### config.mk
export PLATFORM = sky130hd
export DESIGN_NAME = dual_timer_counter
export DESIGN_NICKNAME = d
export VERILOG_FILES = /design/src/rtl/tmr_pkg.sv /design/src/rtl/tmr_pin_sync.sv /design/src/rtl/tmr_chan.sv /design/src/rtl/dual_timer_counter.sv
export SDC_FILE = /design/constraint.sdc
export NUM_CORES = 1
export LEC_CHECK = 0
export CORE_MARGIN = 2
export CORE_UTILIZATION = 53
export CTS_CLUSTER_SIZE = 10
export DETAILED_ROUTE_END_ITERATION = 8
export PLACE_DENSITY = 0.75
export SYNTH_ARGS = -nofsm -noshare
export SYNTH_HDL_FRONTEND = slang
export SYNTH_SLANG_ARGS = --single-unit
### constraint.sdc
create_clock -name clk -period 1.8 [get_ports clk]
set_clock_uncertainty 0.1 [all_clocks]
set_input_delay 0.18 -clock clk [delete_from_list [all_inputs] [get_ports clk]]
set_output_delay 0.18 -clock clk [all_outputs]
set_load 0.05 [all_outputs]
### src/rtl/tmr_pkg.sv
`timescale 1ns/1ps
package tmr_pkg;
   typedef enum logic [1:0] {
      MODE_13     = 2'd0,
      MODE_16     = 2'd1,
      MODE_RELOAD = 2'd2,
      MODE_SPLIT  = 2'd3
   } tmr_mode_e;

   // per-channel configuration nibble: gate enable, counter select, mode
   typedef struct packed {
      logic      gate_en;
      logic      ctr_sel;
      tmr_mode_e mode;
   } chan_cfg_t;

   localparam int CFG_W   = $bits(chan_cfg_t);
   localparam int NUM_CH  = 2;
   localparam int REG_CFG = 4;
   localparam int REG_CTL = 5;
endpackage

### src/rtl/tmr_pin_sync.sv
`timescale 1ns/1ps
module tmr_pin_sync #(
   parameter int STAGES = 2,
   parameter int WIDTH  = 4
) (
   input  logic             clk,
   input  logic             rst_n,
   input  logic [WIDTH-1:0] pin_i,
   output logic [WIDTH-1:0] sync_o
);
   if (STAGES < 2) begin : g_bad_stages
      $error("tmr_pin_sync: STAGES must be at least 2");
   end

   logic [WIDTH-1:0] st_q [STAGES];

   for (genvar s = 0; s < STAGES; s++) begin : g_stage
      if (s == 0) begin : g_first
         always_ff @(posedge clk or negedge rst_n)
            if (!rst_n) st_q[s] <= '0;
            else        st_q[s] <= pin_i;
      end else begin : g_next
         always_ff @(posedge clk or negedge rst_n)
            if (!rst_n) st_q[s] <= '0;
            else        st_q[s] <= st_q[s-1];
      end
   end

   assign sync_o = st_q[STAGES-1];
endmodule

### src/rtl/tmr_chan.sv
`timescale 1ns/1ps
module tmr_chan
   import tmr_pkg::*;
#(
   parameter int BYTE_W   = 8,
   parameter int M13_LOW  = 5
) (
   input  logic              clk,
   input  logic              rst_n,
   input  tmr_mode_e         mode,
   input  logic              inc_main,
   input  logic              inc_hi,
   input  logic              wr_lo,
   input  logic              wr_hi,
   input  logic [BYTE_W-1:0] wdata,
   output logic [BYTE_W-1:0] lo,
   output logic [BYTE_W-1:0] hi,
   output logic              ovf_main,
   output logic              ovf_hi
);
   localparam int WIDE_W = 2 * BYTE_W;
   localparam logic [M13_LOW-1:0] ONE_L = 1;
   localparam logic [BYTE_W-1:0]  ONE_B = 1;
   localparam logic [WIDE_W-1:0]  ONE_W = 1;

   if (M13_LOW < 1 || M13_LOW >= BYTE_W) begin : g_bad_low
      $error("tmr_chan: M13_LOW must lie between 1 and BYTE_W-1");
   end

   logic [BYTE_W-1:0] lo_n, hi_n;

   always_comb begin
      lo_n     = lo;
      hi_n     = hi;
      ovf_main = 1'b0;
      ovf_hi   = 1'b0;
      if (inc_main) begin
         case (mode)
            MODE_13: begin
               if (&lo[M13_LOW-1:0]) begin
                  lo_n[M13_LOW-1:0] = '0;
                  hi_n              = hi + ONE_B;
                  ovf_main          = &hi;
               end else begin
                  lo_n[M13_LOW-1:0] = lo[M13_LOW-1:0] + ONE_L;
               end
            end
            MODE_16: begin
               {hi_n, lo_n} = {hi, lo} + ONE_W;
               ovf_main     = &{hi, lo};
            end
            MODE_RELOAD: begin
               if (&lo) begin
                  lo_n     = hi;
                  ovf_main = 1'b1;
               end else begin
                  lo_n = lo + ONE_B;
               end
            end
            default: begin
               lo_n     = lo + ONE_B;
               ovf_main = &lo;
            end
         endcase
      end
      if (inc_hi) begin
         hi_n   = hi + ONE_B;
         ovf_hi = &hi;
      end
   end

   always_ff @(posedge clk or negedge rst_n) begin
      if (!rst_n) begin
         lo <= '0;
         hi <= '0;
      end else begin
         lo <= wr_lo ? wdata : lo_n;
         hi <= wr_hi ? wdata : hi_n;
      end
   end

   // reload copies the high byte into the low byte
   assert_reload_R8: assert property (@(posedge clk) disable iff (!rst_n)
      (mode == MODE_RELOAD && inc_main && (&lo) && !wr_lo) |=> (lo == $past(hi)));

   // the unused low-byte bits never move in 13-bit mode
   assert_upper_bits_R6: assert property (@(posedge clk) disable iff (!rst_n)
      (mode == MODE_13 && !wr_lo)
         |=> (lo[BYTE_W-1:M13_LOW] == $past(lo[BYTE_W-1:M13_LOW])));

   // a write wins over an increment
   assert_write_wins_R12: assert property (@(posedge clk) disable iff (!rst_n)
      wr_lo |=> (lo == $past(wdata)));

   // with no increment and no write the count holds
   assert_idle_hold_R3: assert property (@(posedge clk) disable iff (!rst_n)
      (!inc_main && !inc_hi && !wr_lo && !wr_hi) |=> ($stable(lo) && $stable(hi)));
endmodule

### src/rtl/dual_timer_counter.sv
`timescale 1ns/1ps
module dual_timer_counter
   import tmr_pkg::*;
#(
   parameter int BYTE_W      = 8,
   parameter int M13_LOW     = 5,
   parameter int SYNC_STAGES = 2,
   parameter int ADDR_W      = 3
) (
   input  logic              clk,
   input  logic              rst_n,
   input  logic              cyc_tick,
   input  logic              reg_wr,
   input  logic [ADDR_W-1:0] reg_addr,
   input  logic [BYTE_W-1:0] reg_wdata,
   output logic [BYTE_W-1:0] reg_rdata,
   input  logic [1:0]        cnt_pin,
   input  logic [1:0]        gate_pin,
   input  logic [1:0]        flag_ack,
   output logic [1:0]        ovf_flag,
   output logic              t1_ovf_pulse
);
   localparam logic [ADDR_W-1:0] A_CFG = ADDR_W'(REG_CFG);
   localparam logic [ADDR_W-1:0] A_CTL = ADDR_W'(REG_CTL);

   if (BYTE_W < NUM_CH * CFG_W) begin : g_bad_byte
      $error("dual_timer_counter: BYTE_W too narrow for the configuration register");
   end
   if (ADDR_W < 3) begin : g_bad_addr
      $error("dual_timer_counter: ADDR_W must be at least 3");
   end

   chan_cfg_t         cfg_q [NUM_CH];
   logic [NUM_CH-1:0] run_q, flag_q, smp_q;
   logic              pulse_q;
   logic [NUM_CH-1:0] cnt_s, gate_s, fall, en_base;
   logic [NUM_CH-1:0] inc_main, inc_hi, wr_lo, wr_hi, ovf_main, ovf_hi, set_flag;
   logic [BYTE_W-1:0] cnt_lo [NUM_CH];
   logic [BYTE_W-1:0] cnt_hi [NUM_CH];
   logic              wr_cfg, wr_ctl;

   assign wr_cfg = reg_wr && (reg_addr == A_CFG);
   assign wr_ctl = reg_wr && (reg_addr == A_CTL);

   tmr_pin_sync #(.STAGES(SYNC_STAGES), .WIDTH(2*NUM_CH)) i_sync (
      .clk(clk), .rst_n(rst_n),
      .pin_i({gate_pin, cnt_pin}),
      .sync_o({gate_s, cnt_s})
   );

   for (genvar i = 0; i < NUM_CH; i++) begin : g_ch
      always_ff @(posedge clk or negedge rst_n)
         if (!rst_n)        smp_q[i] <= 1'b0;
         else if (cyc_tick) smp_q[i] <= cnt_s[i];

      assign fall[i]    = cyc_tick & smp_q[i] & ~cnt_s[i];
      assign en_base[i] = cyc_tick & run_q[i] & (~cfg_q[i].gate_en | gate_s[i])
                          & (cfg_q[i].ctr_sel ? fall[i] : 1'b1);
      assign wr_lo[i]   = reg_wr && (reg_addr == ADDR_W'(2*i));
      assign wr_hi[i]   = reg_wr && (reg_addr == ADDR_W'(2*i+1));

      if (i == 0) begin : g_ch0
         assign inc_main[i] = en_base[i];
         assign inc_hi[i]   = cyc_tick & run_q[1] & (cfg_q[0].mode == MODE_SPLIT);
      end else begin : g_chn
         assign inc_main[i] = en_base[i] & (cfg_q[i].mode != MODE_SPLIT);
         assign inc_hi[i]   = 1'b0;
      end

      tmr_chan #(.BYTE_W(BYTE_W), .M13_LOW(M13_LOW)) i_chan (
         .clk(clk), .rst_n(rst_n),
         .mode(cfg_q[i].mode),
         .inc_main(inc_main[i]), .inc_hi(inc_hi[i]),
         .wr_lo(wr_lo[i]), .wr_hi(wr_hi[i]), .wdata(reg_wdata),
         .lo(cnt_lo[i]), .hi(cnt_hi[i]),
         .ovf_main(ovf_main[i]), .ovf_hi(ovf_hi[i])
      );
   end

   // channel 0 split high byte borrows flag 1
   assign set_flag[0] = ovf_main[0];
   assign set_flag[1] = ovf_main[1] | ovf_hi[0] | ovf_hi[1];

   always_ff @(posedge clk or negedge rst_n) begin
      if (!rst_n) begin
         cfg_q   <= '{default: '0};
         run_q   <= '0;
         flag_q  <= '0;
         pulse_q <= 1'b0;
      end else begin
         if (wr_cfg) begin
            for (int c = 0; c < NUM_CH; c++)
               cfg_q[c] <= chan_cfg_t'(reg_wdata[c*CFG_W +: CFG_W]);
         end
         if (wr_ctl) begin
            run_q  <= reg_wdata[NUM_CH-1:0];
            flag_q <= reg_wdata[2*NUM_CH-1:NUM_CH];
         end else begin
            flag_q <= (flag_q & ~flag_ack) | set_flag;
         end
         pulse_q <= ovf_main[1];
      end
   end

   always_comb begin
      reg_rdata = '0;
      case (reg_addr)
         ADDR_W'(0): reg_rdata = cnt_lo[0];
         ADDR_W'(1): reg_rdata = cnt_hi[0];
         ADDR_W'(2): reg_rdata = cnt_lo[1];
         ADDR_W'(3): reg_rdata = cnt_hi[1];
         A_CFG:      reg_rdata[NUM_CH*CFG_W-1:0] = {cfg_q[1], cfg_q[0]};
         A_CTL:      reg_rdata[2*NUM_CH-1:0]     = {flag_q, run_q};
         default:    reg_rdata = '0;
      endcase
   end

   assign ovf_flag     = flag_q;
   assign t1_ovf_pulse = pulse_q;

   // acknowledge clears a flag unless an overflow arrives with it
   assert_ack_clears_R11: assert property (@(posedge clk) disable iff (!rst_n)
      (flag_ack[0] && !set_flag[0] && !wr_ctl) |=> !ovf_flag[0]);

   // channel 1 split mode holds its count
   assert_t1_hold_R9: assert property (@(posedge clk) disable iff (!rst_n)
      (cfg_q[1].mode == MODE_SPLIT && !wr_lo[1] && !wr_hi[1])
         |=> ($stable(cnt_lo[1]) && $stable(cnt_hi[1])));

   // pulse comes with flag 1
   assert_pulse_flag_R7: assert property (@(posedge clk) disable iff (!rst_n)
      (t1_ovf_pulse && !$past(wr_ctl)) |-> ovf_flag[1]);

   // pulse lasts one cycle per overflow
   assert_pulse_single_R7: assert property (@(posedge clk) disable iff (!rst_n)
      t1_ovf_pulse |=> !t1_ovf_pulse);
endmodule

# Word level (Yosys, flattened, before mapping)
# Index checks and enable logic that the tools add are counted.
dict set report word_totals {
  reg_bits 55
  inputBits 21
  output_inout_bits 11
  elab_cells 126
}
dict set report classes {
  addsub 8
  n_eq_ne 15
  mux 35
  n_bitwise 22
  reduce_logical 27
}
# operator count
set op_table {}
lappend op_table {{$mux W8} 13}
lappend op_table {{$add A16 B1 Y16 const B} 2}
lappend op_table {{$add A8 B1 Y8 const B} 4}
lappend op_table {{$pmux W8 S2} 2}
lappend op_table {{$reduce_and A16 Y1} 2}
lappend op_table {{$reduce_and A8 Y1} 4}
lappend op_table {{$pmux W5 S3} 2}
lappend op_table {{$pmux W4 S6} 1}
lappend op_table {{$pmux W4 S5} 1}
lappend op_table {{$pmux W3 S3} 2}
lappend op_table {{$and A1 B1 Y1} 12}
lappend op_table {{$add A5 B1 Y5 const B} 2}
lappend op_table {{$mux W5} 2}
lappend op_table {{$reduce_and A5 Y1} 2}
lappend op_table {{$mux W1} 9}
lappend op_table {{$eq A2 B2 Y1 const B} 3}
lappend op_table {{$eq A3 B2 Y1 const B} 2}
lappend op_table {{$eq A3 B3 Y1 const B} 2}
lappend op_table {{$logic_and A1 B1 Y1} 6}
lappend op_table {{$ne A2 B2 Y1 const B} 3}
lappend op_table {{$pmux W1 S3} 2}
lappend op_table {{$reduce_and A3 Y1} 2}
lappend op_table {{$reduce_bool A2 Y1} 3}
lappend op_table {{$reduce_bool A3 Y1} 2}
lappend op_table {{other kinds (14)} 22}

# Longest topological paths before layout
dict set report depth {
  depth_word 9
  mapped_depth 9
  ltp_nobuf 8
}

# Modules after synthesis
# A second synthesis with hierarchy kept.
dict set report hier_totals {
  hier_cells 477
  hier_area_um2 4361.7
}
# mod instances cells_per_inst area_each_um2 seq_area_each_um2
set by_module_without_submodules {}
lappend by_module_without_submodules {tmr_chan 2 178 1511.4 400.4}
lappend by_module_without_submodules {dual_timer_counter 1 109 1108.6 375.4}
lappend by_module_without_submodules {tmr_pin_sync 1 12 230.2 200.2}

# Least setup slack after synthesis
# Ideal clock, no wire load.
dict set report synth_path {
  path_type {input-to-output}
  from {in reg_addr[2]}
  to {out reg_rdata[3]}
  t_arrival_ps 1830
  required_ps 1520
  setup_slack_ps -310
  path_stages 6
  n_path_buf 2
  cell_sequence {buf_1 buf_2 nand2_1 nor2_1 a21oi_1 o221ai_1}
}
dict set report synth_between {
  elab_chain_len 2
  word_cells_on_any_way 7
  cone_classes {eq/ne: 5; mux: 1; reduce/logical: 1}
}
# element line
set synth_rtl {}
lappend synth_rtl {{start, declared} dual_timer_counter.sv:14} ;# input logic [ADDR_W-1:0] reg_addr,
lappend synth_rtl {{$eq A3 B3 Y1 (tied with other cells)} dual_timer_counter.sv:107} ;# case (reg_addr)
lappend synth_rtl {{$pmux W4 S6 *} dual_timer_counter.sv:107}
lappend synth_rtl {{end, declared} dual_timer_counter.sv:16} ;# output logic [BYTE_W-1:0] reg_rdata,
# Mark *: on every way between the ends. The rest lies on a longest branch, timed or not.

# Worst setup path after layout
dict set report layout_path {
  from {reg g_ch[0].i_chan.lo[6]}
  to {reg g_ch[0].i_chan.hi[7]}
}
dict set report layout_between {
  elab_chain_len 5
}
# element line
set layout_rtl {}
lappend layout_rtl {{start, declared} tmr_chan.sv:16} ;# output logic [BYTE_W-1:0] lo,
lappend layout_rtl {{start signal, assigned} tmr_chan.sv:77} ;# lo <= wr_lo ? wdata : lo_n;
lappend layout_rtl {{$add A16 B1 Y16} tmr_chan.sv:49} ;# {hi_n, lo_n} = {hi, lo} + ONE_W;
lappend layout_rtl {{$pmux W8 S2} tmr_chan.sv:38} ;# case (mode)
lappend layout_rtl {{$mux W8} tmr_chan.sv:37} ;# if (inc_main) begin
lappend layout_rtl {{$mux W8} tmr_chan.sv:66} ;# if (inc_hi) begin
lappend layout_rtl {{$mux W8} tmr_chan.sv:78} ;# hi <= wr_hi ? wdata : hi_n;
lappend layout_rtl {{end signal, assigned} tmr_chan.sv:78}
lappend layout_rtl {{end, declared} tmr_chan.sv:17} ;# output logic [BYTE_W-1:0] hi,
# No other way between the ends. The select of a mux whose other input is x is not followed.
# A chain may end at the register's enable or synchronous reset.

==> flow_summary.ini <==
[setup_path]
endpoint_kind = flop
crit_type = flop to flop
crit_fanout = 3
critPathLaunch = g_ch[0].i_chan.lo[6]
rrSetupSlack_ns = -0.29
required_ns = 1.94
cp.arrival_ns = 2.23
reg2reg_from = g_ch[0].i_chan.lo[6]
crit_path_start_kind = flop

[synthesis]
synth_cells = 424
synth-compound-area-share = 0.199
ys_ff_latch = 55
syn-cell-area_um2 = 3710
ys_seq_area_frac = 0.371
yosysWarnings = 0
synth_edf_count = 0
synthArstFlopShare = 1.00
syn_area_per_cell_um2 = 8.76
synth.distinct_cells = 53
synthSimpleGateAreaFrac = 0.206
synthMuxAreaShare = 0.0768
synth_top_family_by_area = simple AND/OR/NAND/NOR gates
synth_top_area_share = 0.371
yosysTopAreaCell = dfrtp_1
synthAdderAreaFrac = 0.0438
yosys_most_used_dff = dfrtp_1
synth_commonest_cells = dfrtp_1 (55), nor2_1 (48), nand2_1 (41), a21oi_1 (34), o21ai_0 (30)
synth.most_common_cell = dfrtp_1
synth_area_leaders = dfrtp_1 (37%), nor2_1 (4.9%), a21oi_1 (4.6%)
synth_xor_area_frac = 0.0613
syn_nets = 458

[drt]
drtIter0Drc = 661
via_count = 4453
drc = 0
via_per_inst = 6.77
drtPass1Iterations = 6
final_antenna_net_count = 0
routed_wl_um = 16100
drt-wirelength-per-cell_um = 24.4

[cts]
tritoncts = done
cts-buffers-inserted = 5
htree_levels = 2
clk_path_buf_depth = 2
cts.sinks = 55
clk_latency_ns = 0.33
clkSlewWorstSetupHoldPaths_ns = 0.13
cts_root_buf = clkbuf_8

[grt]
gr-total-overflow = 0
grt_pass1_wl_um = 20900
grt_max_degree = 56
antenna_found_initial = 0
grt_usage = 0.361
grt_pass1_vias = 3931

[timing]
drv_slew = 0
hold_viol = 0
timing.final.ws_setup_ns = -0.294
max_freq_mhz = 477
setup_viol_count_final = 39
slew_headroom = 0.668
layout_min_cycle_time_ns = 2.09
fin_crit_sh = 1.16
worst_slew_pin_slew_ns = 0.496
rsz0062_at_grt = true
holdWs_ns = 0.190

[die]
chipHeight_um = 87.7
start_util = 0.546
placementRows = 30
die_width_um = 87.7
die_area_um2 = 7690
io_pins = 32
core_area_um2 = 6790

[run_status]
violations = negative setup slack
status = finished with violations

[cells_and_area]
antenna_cells = 0
fin_area_um2 = 5870
area_delta_synth_final_pct = 58.2
fillers = 326
layout.nets = 595
final_layout_size_suffix_gt1_frac = 0.459

[placement]
port-buffer-count = 31
dp_hpwl_um = 9470
placed_area_um2 = 4950
gp_congestion = 0.978

[power]
vdd_drop_max_mv = 0.767
p_leak_nw = 2.44
power.density_cell_area_nw_per_um2 = 1260

[worst_hold_path]
min_path_type = input port to flop
hold_path.startpoint = cnt_pin[0]

[flow_run]
cap_violations = 0
==> layout by cell type (no fill, tap or decap), drive strengths merged, types with 3 or more instances in the layout <==
cell	instances
a31oi	7
and2	4
a221oi	4
inv	13
mux2	10
nand3	11
a22oi	5
buf	133
a21oi	34
nand2b	5
xnor2	14
and4	3
dfrtp	55
nand2	42
o21ai	31
o22ai	9
nor3	7
xor2	12
a211oi	5
nor2b	6
nand4	8
dlygate4sd2	3
clkbuf	5
mux2i	15
clkdlybuf4s50	17
nor2	48
ha	13
and3	11
a311oi	4
==> worst max-delay path, cell delays in order (launching register included) <==
cell and delay [ns]:
dfrtp_1 0.42, buf_4 0.13, nand3_1 0.11, o311ai_2 0.47, nand4_1 0.26, nor2_4 0.17, xnor2_1 0.08, o21ai_1 0.25
==> final cells by class <==
type	instances	area [um2]	share of cell area
multi-input combinational	332	2810	0.478
inverter	13	53.8	0.00916
tap	96	120	0.0205
sequential	55	1380	0.235
clock inverter	3	67.6	0.0115
clock buffer	5	68.8	0.0117
timing repair buffer	154	1380	0.235
==> power by group <==
part / internal, mW / switching, mW
logic: 2.06 / 2.40
registers: 1.59 / 0.362
clock network: 0.556 / 0.467
total: 4.20 / 3.23
==> routing by layer <==
layer	GRT usage	vias up	wire (um)
li1	-	1805	-
met3	0.0952	127	2160
met5	0	-	0
met1	0.490	2076	5900
met4	0.0979	0	1030
met2	0.577	445	6990
==> flip-flops by register name, summed over array words and instances (netlist names) <==
register	count
g_ch.i_chan.hi	16
i_sync.sync_o	4
cfg_q	8
ovf_flag	2
smp_q	2
t1_ovf_pulse	1
i_sync.st_q	4
run_q	2
g_ch.i_chan.lo	16
==> logic make-up after synthesis <==
group,after synthesis
xor+xnor,26
flops,55
simple gates,152
mux,26
fa+ha+maj,13
compound gates,115
buf+inv,37
==> per-stage QoR <==
stage          utilization  setup TNS, ns  total power [mW]  cells  worst slack (ns)
2_1_floorplan            -         -0.103              3.58    424           -0.0207
3_3_place_gp         0.729         -11.82              5.05    633            -0.376
3_5_place_dp         0.729         -13.11              5.12    633            -0.408
5_1_grt              0.864          -5.76              7.64    658            -0.266
4_1_cts              0.799          -1.50              6.47    647            -0.140
6_report             0.864          -3.93              7.43    658            -0.294
==> final timing paths <==
kind                                         to  depth (start not counted)
min reg2reg                    i_sync.sync_o[3]                          0
max reg2reg                g_ch[0].i_chan.hi[7]                          7
max                        g_ch[0].i_chan.hi[7]                          7
max in group asynchronous              cfg_q[1]                          3
min in group asynchronous  g_ch[0].i_chan.hi[3]                          3
min                              i_sync.st_q[4]                          1
==> timing repair <==
item                       4_1_cts  5_1_grt
hold buffers                     1        0
pin swaps                       22       45
hold endpoints to repair        55        0
buffers inserted                 5       12
resized for setup               76       83
setup endpoints to repair       41       42
Note: power is estimated with default switching activity, not from simulation.
